<file path="src/rtl/isa_seq_pkg.sv">
package isa_seq_pkg;
  typedef enum logic [1:0] {ST_IDLE, ST_RUN, ST_DONE} seq_state_e;
endpackage

</file>
<file path="src/rtl/isa_req_reg.sv">
module isa_req_reg #(
  parameter int ADDR_W = 20,
  parameter int DATA_W = 8
) (
  input  logic              clk_i,
  input  logic              rst_ni,
  input  logic              load_i,
  input  logic              io_i,
  input  logic              wr_i,
  input  logic [ADDR_W-1:0] addr_i,
  input  logic [DATA_W-1:0] wdata_i,
  output logic              io_o,
  output logic              wr_o,
  output logic [ADDR_W-1:0] addr_o,
  output logic [DATA_W-1:0] wdata_o
);
  always_ff @(posedge clk_i or negedge rst_ni) begin
    if (!rst_ni) begin
      io_o    <= 1'b0;
      wr_o    <= 1'b0;
      addr_o  <= '0;
      wdata_o <= '0;
    end else if (load_i) begin
      io_o    <= io_i;
      wr_o    <= wr_i;
      addr_o  <= addr_i;
      wdata_o <= wdata_i;
    end
  end
endmodule

</file>
<file path="src/rtl/isa_cycle_ctr.sv">
module isa_cycle_ctr
  import isa_seq_pkg::*;
#(
  parameter int IO_CLKS   = 5,
  parameter int MEM_CLKS  = 4,
  parameter bit USE_READY = 1'b1
) (
  input  logic clk_i,
  input  logic rst_ni,
  input  logic start_i,
  input  logic is_io_i,
  input  logic ready_i,
  output logic busy_o,
  output logic first_o,
  output logic strobe_o,
  output logic capture_o,
  output logic done_o
);
  localparam int MAX_CLKS = (IO_CLKS > MEM_CLKS) ? IO_CLKS : MEM_CLKS;
  localparam int CNT_W    = $clog2(MAX_CLKS + 1);

  seq_state_e       state_q;
  logic [CNT_W-1:0] cnt_q;
  logic [CNT_W-1:0] len;
  logic             rdy;

  generate
    if (USE_READY) begin : g_ready
      assign rdy = ready_i;
    end else begin : g_noready
      assign rdy = 1'b1;
    end
  endgenerate

  assign len = is_io_i ? CNT_W'(IO_CLKS) : CNT_W'(MEM_CLKS);

  wire in_strobe = (state_q == ST_RUN) && (cnt_q >= CNT_W'(2));

  always_ff @(posedge clk_i or negedge rst_ni) begin
    if (!rst_ni) begin
      state_q <= ST_IDLE;
      cnt_q   <= '0;
    end else begin
      unique case (state_q)
        ST_IDLE: if (start_i) begin
          state_q <= ST_RUN;
          cnt_q   <= CNT_W'(1);
        end
        ST_RUN: begin
          if (in_strobe && !rdy) begin
            cnt_q <= cnt_q;            // wait state
          end else if (cnt_q == len) begin
            state_q <= ST_DONE;
            cnt_q   <= '0;
          end else begin
            cnt_q <= cnt_q + CNT_W'(1);
          end
        end
        default: state_q <= ST_IDLE;
      endcase
    end
  end

  assign busy_o    = (state_q != ST_IDLE);
  assign first_o   = (state_q == ST_RUN) && (cnt_q == CNT_W'(1));
  assign strobe_o  = in_strobe;
  assign capture_o = in_strobe && rdy && (cnt_q == len);
  assign done_o    = (state_q == ST_DONE);


  cnt_bound_chk: assert property (@(posedge clk_i) disable iff (!rst_ni)
    (state_q == ST_RUN) |-> (cnt_q >= CNT_W'(1) && cnt_q <= len));

  done_to_idle_chk: assert property (@(posedge clk_i) disable iff (!rst_ni)
    (state_q == ST_DONE) |=> (state_q == ST_IDLE));
endmodule

</file>
<file path="src/rtl/isa_strobe_drv.sv">
module isa_strobe_drv (
  input  logic io_i,
  input  logic wr_i,
  input  logic first_i,
  input  logic strobe_i,
  output logic ale_o,
  output logic memr_no,
  output logic memw_no,
  output logic ior_no,
  output logic iow_no,
  output logic data_oe_o
);
  always_comb begin
    ale_o     = first_i;
    memr_no   = !(strobe_i && !io_i && !wr_i);
    memw_no   = !(strobe_i && !io_i &&  wr_i);
    ior_no    = !(strobe_i &&  io_i && !wr_i);
    iow_no    = !(strobe_i &&  io_i &&  wr_i);
    data_oe_o = strobe_i && wr_i;
  end
endmodule

</file>
<file path="src/rtl/isa_cycle_seq.sv">
module isa_cycle_seq
  import isa_seq_pkg::*;
#(
  parameter int ADDR_W    = 20,
  parameter int DATA_W    = 8,
  parameter int IO_CLKS   = 5,
  parameter int MEM_CLKS  = 4,
  parameter bit USE_READY = 1'b1
) (
  input  logic              clk_i,
  input  logic              rst_ni,
  input  logic              req_valid_i,
  input  logic              req_io_i,
  input  logic              req_wr_i,
  input  logic [ADDR_W-1:0] req_addr_i,
  input  logic [DATA_W-1:0] req_wdata_i,
  output logic              busy_o,
  output logic              done_o,
  output logic [DATA_W-1:0] rdata_o,
  output logic [ADDR_W-1:0] bus_addr_o,
  output logic              bus_ale_o,
  output logic              bus_memr_no,
  output logic              bus_memw_no,
  output logic              bus_ior_no,
  output logic              bus_iow_no,
  output logic [DATA_W-1:0] bus_data_o,
  output logic              bus_data_oe_o,
  input  logic [DATA_W-1:0] bus_data_i,
  input  logic              bus_ready_i
);
  logic start, cur_io, cur_wr, first, strobe, capture;
  logic [DATA_W-1:0] cur_wdata;
  logic [DATA_W-1:0] rdata_q;

  assign start = req_valid_i && !busy_o;

  isa_req_reg #(.ADDR_W(ADDR_W), .DATA_W(DATA_W)) u_req (
    .clk_i   (clk_i),
    .rst_ni  (rst_ni),
    .load_i  (start),
    .io_i    (req_io_i),
    .wr_i    (req_wr_i),
    .addr_i  (req_addr_i),
    .wdata_i (req_wdata_i),
    .io_o    (cur_io),
    .wr_o    (cur_wr),
    .addr_o  (bus_addr_o),
    .wdata_o (cur_wdata)
  );

  isa_cycle_ctr #(.IO_CLKS(IO_CLKS), .MEM_CLKS(MEM_CLKS), .USE_READY(USE_READY)) u_ctr (
    .clk_i     (clk_i),
    .rst_ni    (rst_ni),
    .start_i   (start),
    .is_io_i   (cur_io),
    .ready_i   (bus_ready_i),
    .busy_o    (busy_o),
    .first_o   (first),
    .strobe_o  (strobe),
    .capture_o (capture),
    .done_o    (done_o)
  );

  isa_strobe_drv u_drv (
    .io_i      (cur_io),
    .wr_i      (cur_wr),
    .first_i   (first),
    .strobe_i  (strobe),
    .ale_o     (bus_ale_o),
    .memr_no   (bus_memr_no),
    .memw_no   (bus_memw_no),
    .ior_no    (bus_ior_no),
    .iow_no    (bus_iow_no),
    .data_oe_o (bus_data_oe_o)
  );

  assign bus_data_o = cur_wdata;

  always_ff @(posedge clk_i or negedge rst_ni) begin
    if (!rst_ni)                rdata_q <= '0;
    else if (capture && !cur_wr) rdata_q <= bus_data_i;
  end
  assign rdata_o = rdata_q;


  one_strobe_chk: assert property (@(posedge clk_i) disable iff (!rst_ni)
    $countones(~{bus_memr_no, bus_memw_no, bus_ior_no, bus_iow_no}) <= 1);

  ale_no_strobe_chk: assert property (@(posedge clk_i) disable iff (!rst_ni)
    bus_ale_o |-> (bus_memr_no && bus_memw_no && bus_ior_no && bus_iow_no));

  oe_write_only_chk: assert property (@(posedge clk_i) disable iff (!rst_ni)
    bus_data_oe_o |-> (!bus_memw_no || !bus_iow_no));

  accept_ale_chk: assert property (@(posedge clk_i) disable iff (!rst_ni)
    (req_valid_i && !busy_o) |=> (bus_ale_o && busy_o));

  addr_hold_chk: assert property (@(posedge clk_i) disable iff (!rst_ni)
    (busy_o && !bus_ale_o) |-> $stable(bus_addr_o));

  done_pulse_chk: assert property (@(posedge clk_i) disable iff (!rst_ni)
    done_o |=> (!done_o && !busy_o));
endmodule

</file>
<file path="config.mk">
export PLATFORM = sky130hd
export DESIGN_NAME = isa_cycle_seq
export DESIGN_NICKNAME = d
export VERILOG_FILES = /design/src/rtl/isa_seq_pkg.sv /design/src/rtl/isa_req_reg.sv /design/src/rtl/isa_cycle_ctr.sv /design/src/rtl/isa_strobe_drv.sv /design/src/rtl/isa_cycle_seq.sv
export SDC_FILE = /design/constraint.sdc
export NUM_CORES = 1
export LEC_CHECK = 0
export CORE_ASPECT_RATIO = 1.75
export CORE_UTILIZATION = 42
export DETAILED_ROUTE_END_ITERATION = 12
export GPL_TIMING_DRIVEN = 1
export PLACE_DENSITY = 0.78
export SYNTH_ARGS = -nofsm -noshare
export SYNTH_HDL_FRONTEND = slang
export SYNTH_HIERARCHICAL = 1
export SYNTH_SLANG_ARGS = --single-unit
</file>
<file path="constraint.sdc">
create_clock -name clk_i -period 2.25 [get_ports clk_i]
set_clock_uncertainty 0.05 [all_clocks]
set_input_delay 0.675 -clock clk_i [delete_from_list [all_inputs] [get_ports clk_i]]
set_output_delay 0.675 -clock clk_i [all_outputs]
set_load 0.05 [all_outputs]
</file>
==> PnR_summary.wiki, run 1 <==
{| class="wikitable"
! Metric !! Value
|-
| End-of-flow core utilization || 0.6937
|-
| Root buffer selected by CTS || clkbuf_8
|-
| Leading post-synthesis cells by cell area || dfrtp_1 55%, mux2_4 29%, buf_6 2.3%
|-
| Final Setup Violations || 0
|-
| Fraction of power spent switching nets || 0.4520
|-
| Layout cells sized above 1 || 0.3425
|-
| Critical path arrival || approximately 1.5 ns
|-
| Share of power burned in combinational logic || 0.622
|-
| Die area || 0.004978 sq mm
|-
| TritonRoute pass-1 iters || 4
|-
| Synthesized area divided by synthesized cell count || 16.14 sq um
|-
| Remaining global-route overflow || 0
|-
| Global placement routability congestion || 0.7644
|-
| Run status || finished clean
|-
| Sw power || 2.387 mW
|-
| Static leakage power || 1.409 nW
|-
| Final HPWL from detailed placement || around 3.5 mm
|-
| Number of max-slew violations in the final report || 0
|-
| Clock slew at reported path FFs || 0.08 ns
|-
| Vias post-DR || between 1000 and 1500
|-
| Clock latency on the worst-skew pair || 0.29 ns
|-
| Vias per cell || 5.015
|-
| Slowest cell on the critical path || dfrtp_1
|-
| Power density over cell area || 1713 mW/mm^2
|-
| Overall fraction of global-route tracks in use || 0.2053
|-
| Number of remaining DRC errors || 0
|-
| Gate family responsible for the most delay along the worst path || simple AND/OR/NAND/NOR gates
|-
| Launching element type of the critical path || flip-flop
|-
| Area of the mapped netlist || 0.001969 sq mm
|-
| Total count of hold-check failures in the final report || 0
|-
| Post-synthesis register bit count || 43
|-
| Net count after synthesis || 166
|-
| Distinct cells, synth || 31
|-
| P&R area growth vs syn || 56.54%
|-
| Clock Sink Count || 43
|-
| Ports placed on the boundary || 86
|-
| Post-synth EDFFs || 0
|-
| Initial core utilization || 0.4431
|-
| CP bufs+invs || 1
|-
| Count of buffers inserted at the top-level ports || 85
|-
| Total Routed Length || ~4.7 mm
|-
| Floorplan row count || 32
|-
| Post-synth top flop || dfrtp_1
|-
| Number of levels the H-tree was split into || 2
|-
| Ys async rst share || 1.000
|-
| Maximum root-to-sink buffer count || 2
|-
| Core Box Area || roughly 0.0044 sq mm
|-
| Slew @ Worst Pin || 0.5377 ns
|-
| Time the worst path needs with I/O delays and setup || 2.234 ns
|-
| End of the worst register-to-register path || rdata_o[3]
|-
| First-pass GRT wire length || 7.286 mm
|-
| Number of cells produced by synthesis || 122
|-
| Pin count of the biggest net entering global routing || 31
|-
| Post-CTS Hold Buffers || 0
|-
| Data required time at the worst endpoint || 1.52 ns
|-
| Sequential share of the synthesized area || 0.5464
|-
| Cell total after placement || roughly 260
|-
| Antenna cells || 0
|-
| Top post-synthesis cells by count || 43 x dfrtp_1, 38 x mux2_4, 4 x buf_6
|-
| Portion of total power attributed to the clock network || 0.115
|-
| Count of warnings emitted by yosys || 6
|-
| TritonCTS Buffers || 5
|-
| Post-route ant nets || 0
|-
| Most instantiated library cell after synthesis || dfrtp_1
|-
| Sequential share of power || 0.263
|-
| RR Startpoint || u_req/io_o
|-
| Number of cells on the worst reg-to-reg path || 5
|-
| Logic depth of the worst path, buffers included || 4
|-
| Pint || 2.893 mW
|-
| Flop-to-flop setup slack || 0.27 ns
|-
| List of cells traversed by the critical path || nand2b_4 > a21oi_4 > or3b_1 > buf_6
|-
| Max-cap violation count || 0
|-
| Layout Nets || 262
|-
| Post-route non-filler standard cell count || 270
|-
| Initial DRC count || 12
|-
| Via count of the first global-routing pass || between 1000 and 1500
|-
| Height of the die || 92.59 microns
|-
| Share of the synthesized area in the top cell type || 0.5464
|-
| Maximum vdd drop || 1.100 mV
|-
| Worst stage delay on the critical path || approximately 0.4 ns
|-
| Relative slew slack || 0.6410
|-
| TritonCTS clock tree || done
|-
| FMAX || 0.4476 GHz
|-
| Class of the tightest hold or removal check || in -> async
|-
| Horizontal die dimension || 53.77 microns
|-
| Maximum fanout along the worst path || 5
|-
| Critical Path End Type || primary output
|-
| Number of antenna violations at the first check in global routing || 0
|-
| Cell type with the highest aggregate area in the netlist || dfrtp_1
|-
| Final period util || 0.9929
|-
| WS Path Type || reg -> out
|-
| Setup repair after global routing missed its margin || yes
|-
| Routed WL per cell || 17.43 microns
|}
[cells by family (layout without fill, tap and decap cells)]
kind of cell	after synthesis	count (layout)	synth area share
adders and majority gates	2	2	0.01270
muxes	38	38	0.2897
AOI/OAI and AO/OA	12	12	0.04829
and+or+nand+nor	18	18	0.06608
buffers and inverters	8	105	0.03240
xor gates and xnor gates	1	1	0.004448
DFF	43	43	0.5464
[registers in the layout, indices dropped and copies added, names as in the netlist]
name,flops
u_req/addr_o,20
u_ctr/state_q,2
u_req/io_o,1
u_req/wr_o,1
rdata_o,8
u_ctr/cnt_q,3
u_req/wdata_o,8
[power groups by stage]
stage / logic [mW] / registers (mW) / clock network (mW)
floorplan: 1.08 / 2.45 / 0
global placement: 3.13 / 1.38 / 0
detailed placement: 3.18 / 1.40 / 0
CTS: 3.22 / 1.40 / 0.630
global route: 3.41 / 1.44 / 0.657
finish: 3.28 / 1.39 / 0.608
[layout make-up]
| type | instances | area (sq um) |
|---|---|---|
| clock buffers | 6 | 82.58 |
| well taps | 51 | 63.81 |
| clock inverters | 2 | 35.03 |
| inverters | 3 | 11.26 |
| flip-flops and latches | 43 | 1077 |
| repair buffers | 94 | 952.2 |
| multi-input cells | 71 | 860.8 |
| fillers | 322 | 1361 |
[placed cells by master, fill, tap and decap left out, types with 2 or more instances in the layout]
cell type / netlist / routed
dlymetal6s2s_1: 0 / 3
nor2b_4: 1 / 2
mux2_4: 38 / 38
buf_4: 1 / 13
ha_1: 2 / 2
dfrtp_1: 43 / 42
nand3b_1: 2 / 2
buf_12: 0 / 4
inv_1: 3 / 3
clkdlybuf4s50_1: 0 / 72
nor2b_1: 3 / 2
and3_1: 3 / 3
clkbuf_8: 0 / 6
[timing repair]
item                                    in CTS  in global routing
endpoints found under the setup margin       6                  9
setup buffers                                0                  5
gates resized for setup                      5                  5
[how the worst max path moves through the flow]
| stage | from | end | slack, ns |
|---|---|---|---|
| 5_1_grt | u_ctr/state_q[1] | bus_memr_no | -0.05 |
| 3_5_place_dp | bus_ready_i | rdata_o[3] | 0.07 |
| 2_1_floorplan | u_ctr/state_q[1] | bus_memr_no | 0.07 |
| 3_3_place_gp | bus_ready_i | rdata_o[7] | 0.10 |
| 6_report | u_ctr/state_q[1] | bus_memr_no | 0.02 |
| 4_1_cts | u_ctr/state_q[1] | bus_memr_no | -0.06 |
[layer usage]
metal / track usage / wire length (microns)
met5: 0 / 0
met1: 0.2163 / 1704
met4: 0.08114 / 90
met3: 0.04105 / 178
met2: 0.3724 / 2732
[metrics by stage]
stage | worst slack [ns] | instance area, sq um | setup TNS, ns | total power, mW | hold WS (ns)
floorplan | 0.06502 | 1969 | 0 | 3.527 | 0.3294
global placement | 0.1043 | 2892 | 0 | 4.510 | 0.4409
detailed placement | 0.06565 | 2892 | 0 | 4.587 | 0.4432
CTS | -0.05560 | 3029 | -0.05560 | 5.253 | 0.2998
global route | -0.04780 | 3083 | -0.04780 | 5.502 | 0.3188
finish | 0.01594 | 3083 | 0 | 5.280 | 0.2943
[worst register-to-register path: stages, from the launching register on]
cell and delay (ns):
dfrtp_1 0.46, xnor2_1 0.26, and3_1 0.27, and3_1 0.17, nor2b_4 0.33, mux2_4 0.34
Power figures use the tool's default switching activity.
==> run 2, diff against run 1 <==
CORE_UTILIZATION = 45   (was 42)
MAX_ROUTING_LAYER = met4   (was default)
PLACE_DENSITY = 0.83   (was 0.78)
clock period = 2.7 ns   (was 2.25 ns; I/O delays follow)
==> PnR_summary.wiki, run 2 (synthesis results as in run 1) <==
{| class="wikitable"
! Metric !! Value
|-
| Count of buffers inserted at the top-level ports || 85 (unchanged)
|-
| Flop-to-flop setup slack || 0.59 ns (+0.32 ns)
|-
| Overall fraction of global-route tracks in use || 0.2257 (+0.02041)
|-
| Layout cells sized above 1 || 0.2911 (-0.05139)
|-
| TritonCTS clock tree || done
|-
| Number of antenna violations at the first check in global routing || 0 (unchanged)
|-
| Crit path capture || busy_o
|-
| Maximum vdd drop || 1.109 mV (+0.78%)
|-
| Maximum root-to-sink buffer count || 2 (unchanged)
|-
| WS Path Type || reg -> out
|-
| Routed WL per cell || 17.40 microns (-0.19%)
|-
| First-pass GRT wire length || 7.251 mm (-0.48%)
|-
| Slowest cell on the critical path || clkdlybuf4s50_1
|-
| Total Routed Length || 4.558 mm (-3.1%)
|-
| Clock slew at reported path FFs || 0.07 ns (about the same)
|-
| Die area || 0.004656 sq mm (-6.5%)
|-
| Setup repair after global routing missed its margin || no
|-
| FMAX || 0.3797 GHz
|-
| Max-cap violation count || 0 (unchanged)
|-
| Global placement routability congestion || 0.8228 (+7.6%)
|-
| Initial core utilization || 0.4745 (+0.03139)
|-
| Number of remaining DRC errors || 0 (unchanged)
|-
| Fill cell count || 284 (-12%)
|-
| Worst stage delay on the critical path || 0.71 ns (+0.32 ns)
|-
| Number of cells upsized or downsized after cts || 0 (-5)
|-
| Via count of the first global-routing pass || 1479 (-0.74%)
|-
| TritonCTS Buffers || 5 (unchanged)
|-
| Ports placed on the boundary || 86 (unchanged)
|-
| Layout Nets || 256 (-2.3%)
|-
| End of the worst register-to-register path || rdata_o[1]
|-
| Run status || finished clean
|-
| Vias post-DR || 1342 (-0.89%)
|-
| Core Box Area || 0.004150 sq mm (-6.6%)
|-
| Height of the die || 89.52 microns (-3.3%)
|-
| Number of cells on the worst reg-to-reg path || 5 (unchanged)
|-
| End-of-flow core utilization || 0.7115 (+0.01779)
|-
| Area of combinational cells with multiple inputs || 837.1 sq um (-2.8%)
|-
| Pin count of the biggest net entering global routing || 44 (+42%)
|-
| Largest reg by FF count || u_req/addr_o
|-
| Critical path arrival || 1.77 ns (+0.26 ns)
|-
| Clock latency on the worst-skew pair || 0.29 ns (about the same)
|-
| Static leakage power || 1.314 nW (-6.7%)
|-
| Remaining global-route overflow || 0 (unchanged)
|-
| Final HPWL from detailed placement || 3.418 mm (-1.1%)
|-
| Root buffer selected by CTS || clkbuf_8
|-
| Number of max-slew violations in the final report || 0 (unchanged)
|-
| Most used cells in the layout excluding fill and tap cells || 78 x clkdlybuf4s50_1, 42 x dfrtp_1, 38 x mux2_4
|-
| Vias per cell || 5.122 (+2.1%)
|-
| Final Setup Violations || 0 (unchanged)
|-
| Origin of the worst setup path || u_ctr/state_q[0]
|-
| RR Startpoint || u_req/io_o
|-
| Relative slew slack || 0.3657 (-0.2753)
|-
| Launching element type of the critical path || flip-flop
|-
| Floorplan row count || 31 (-3.1%)
|-
| Antenna cells || 0 (unchanged)
|-
| Horizontal die dimension || 52.01 microns (-3.3%)
|-
| Post-Route Setup TNS || 0 ns (unchanged)
|-
| Post-CTS setup repair buffer count || 0 (unchanged)
|-
| Most frequent standard cell in the layout excluding fill and tap cells || clkdlybuf4s50_1
|-
| Final period util || 0.9755
|-
| Number of levels the H-tree was split into || 2 (unchanged)
|-
| Time the worst path needs with I/O delays and setup || 2.634 ns
|-
| Maximum fanout along the worst path || 9 (+4)
|-
| P&R area growth vs syn || 49.94%
|-
| List of cells traversed by the critical path || or2_2 > clkdlybuf4s50_1
|-
| Post-CTS Hold Buffers || 0 (unchanged)
|-
| Initial DRC count || 28 (+16)
|-
| Clock Sink Count || 43 (unchanged)
|-
| Largest register FFs || 20 (unchanged)
|-
| Data required time at the worst endpoint || 1.84 ns (+0.32 ns)
|-
| Total count of hold-check failures in the final report || 0 (unchanged)
|-
| Class of the tightest hold or removal check || reg -> reg
|-
| Power density over cell area || 1424 mW/mm^2 (-17%)
|-
| Post-route ant nets || 0 (unchanged)
|-
| TritonRoute pass-1 iters || 4 (unchanged)
|-
| Critical Path End Type || primary output
|-
| Reg area || 0.001077 sq mm (unchanged)
|-
| Slew @ Worst Pin || 0.9515 ns (+0.4138 ns)
|}
==> run 2: cell types whose count changed in the layout (fill, tap and decap cells not counted), sizes merged <==
cell / previous run / this run
clkbuf: 6 / 8
clkdlybuf4s50: 72 / 78
clkinv: 1 / 0
buf: 19 / 10
bufinv: 1 / 0
dlymetal6s2s: 3 / 0
==> run 2: critical path, delay by kind of cell (launching register included) <==
family | cells | cell delay (ns)
buffers and inverters | 1 | 0.71
DFF | 1 | 0.45
and+or+nand+nor | 1 | 0.32
==> run 2: where the power goes <==
group	internal (mW)	switching (mW)	leakage (nW)	total, mW
sequential	0.946	0.223	0.522	1.17
combinational	1.09	1.51	0.741	2.60
clock	0.233	0.205	0.0515	0.439
==> run 2: area by class of cell <==
| cell class | count | share of cell area |
|---|---|---|
| inverters | 3 | 0.003814 |
| well taps | 49 | 0.02076 |
| multi-input cells | 71 | 0.2835 |
| flip-flops and latches | 43 | 0.3648 |
| clock buffers | 8 | 0.03390 |
| repair buffers | 88 | 0.2932 |
==> run 2: how the worst min path moves through the flow <==
stage	to	slack (ns)	cells after the start	from
detailed placement	u_req/addr_o[5]	0.44	1	u_req/addr_o[5]
global route	rdata_o[5]	0.48	1	rdata_o[5]
global placement	u_req/addr_o[8]	0.44	1	u_req/addr_o[8]
floorplan	rdata_o[0]	0.46	0	rst_ni
finish	u_req/addr_o[5]	0.46	1	u_req/addr_o[5]
CTS	u_req/addr_o[5]	0.47	1	u_req/addr_o[5]
==> run 2: routing by layer <==
layer	share of wire	wire length (microns)	GRT usage	vias up
li1	-	-	-	612
met5	0	0	-	-
met3	0.044	199	0.04082	10
met2	0.56	2571	0.3869	51
met4	0.025	114	0.1106	0
met1	0.37	1672	0.2448	669
==> run 2: metrics by stage <==
stage | hold WS [ns] | setup WS, ns | area, sq um | std cells | total power, mW
4_1_cts | 0.4674 | 0.03462 | 2952 | 262 | 4.222
5_1_grt | 0.4808 | 0.001881 | 2953 | 262 | 4.392
3_5_place_dp | 0.4440 | 0.3612 | 2851 | 254 | 3.768
2_1_floorplan | 0.4644 | 0.3800 | 1969 | 122 | 2.939
6_report | 0.4614 | 0.06620 | 2953 | 262 | 4.205
3_3_place_gp | 0.4407 | 0.3831 | 2851 | 254 | 3.712
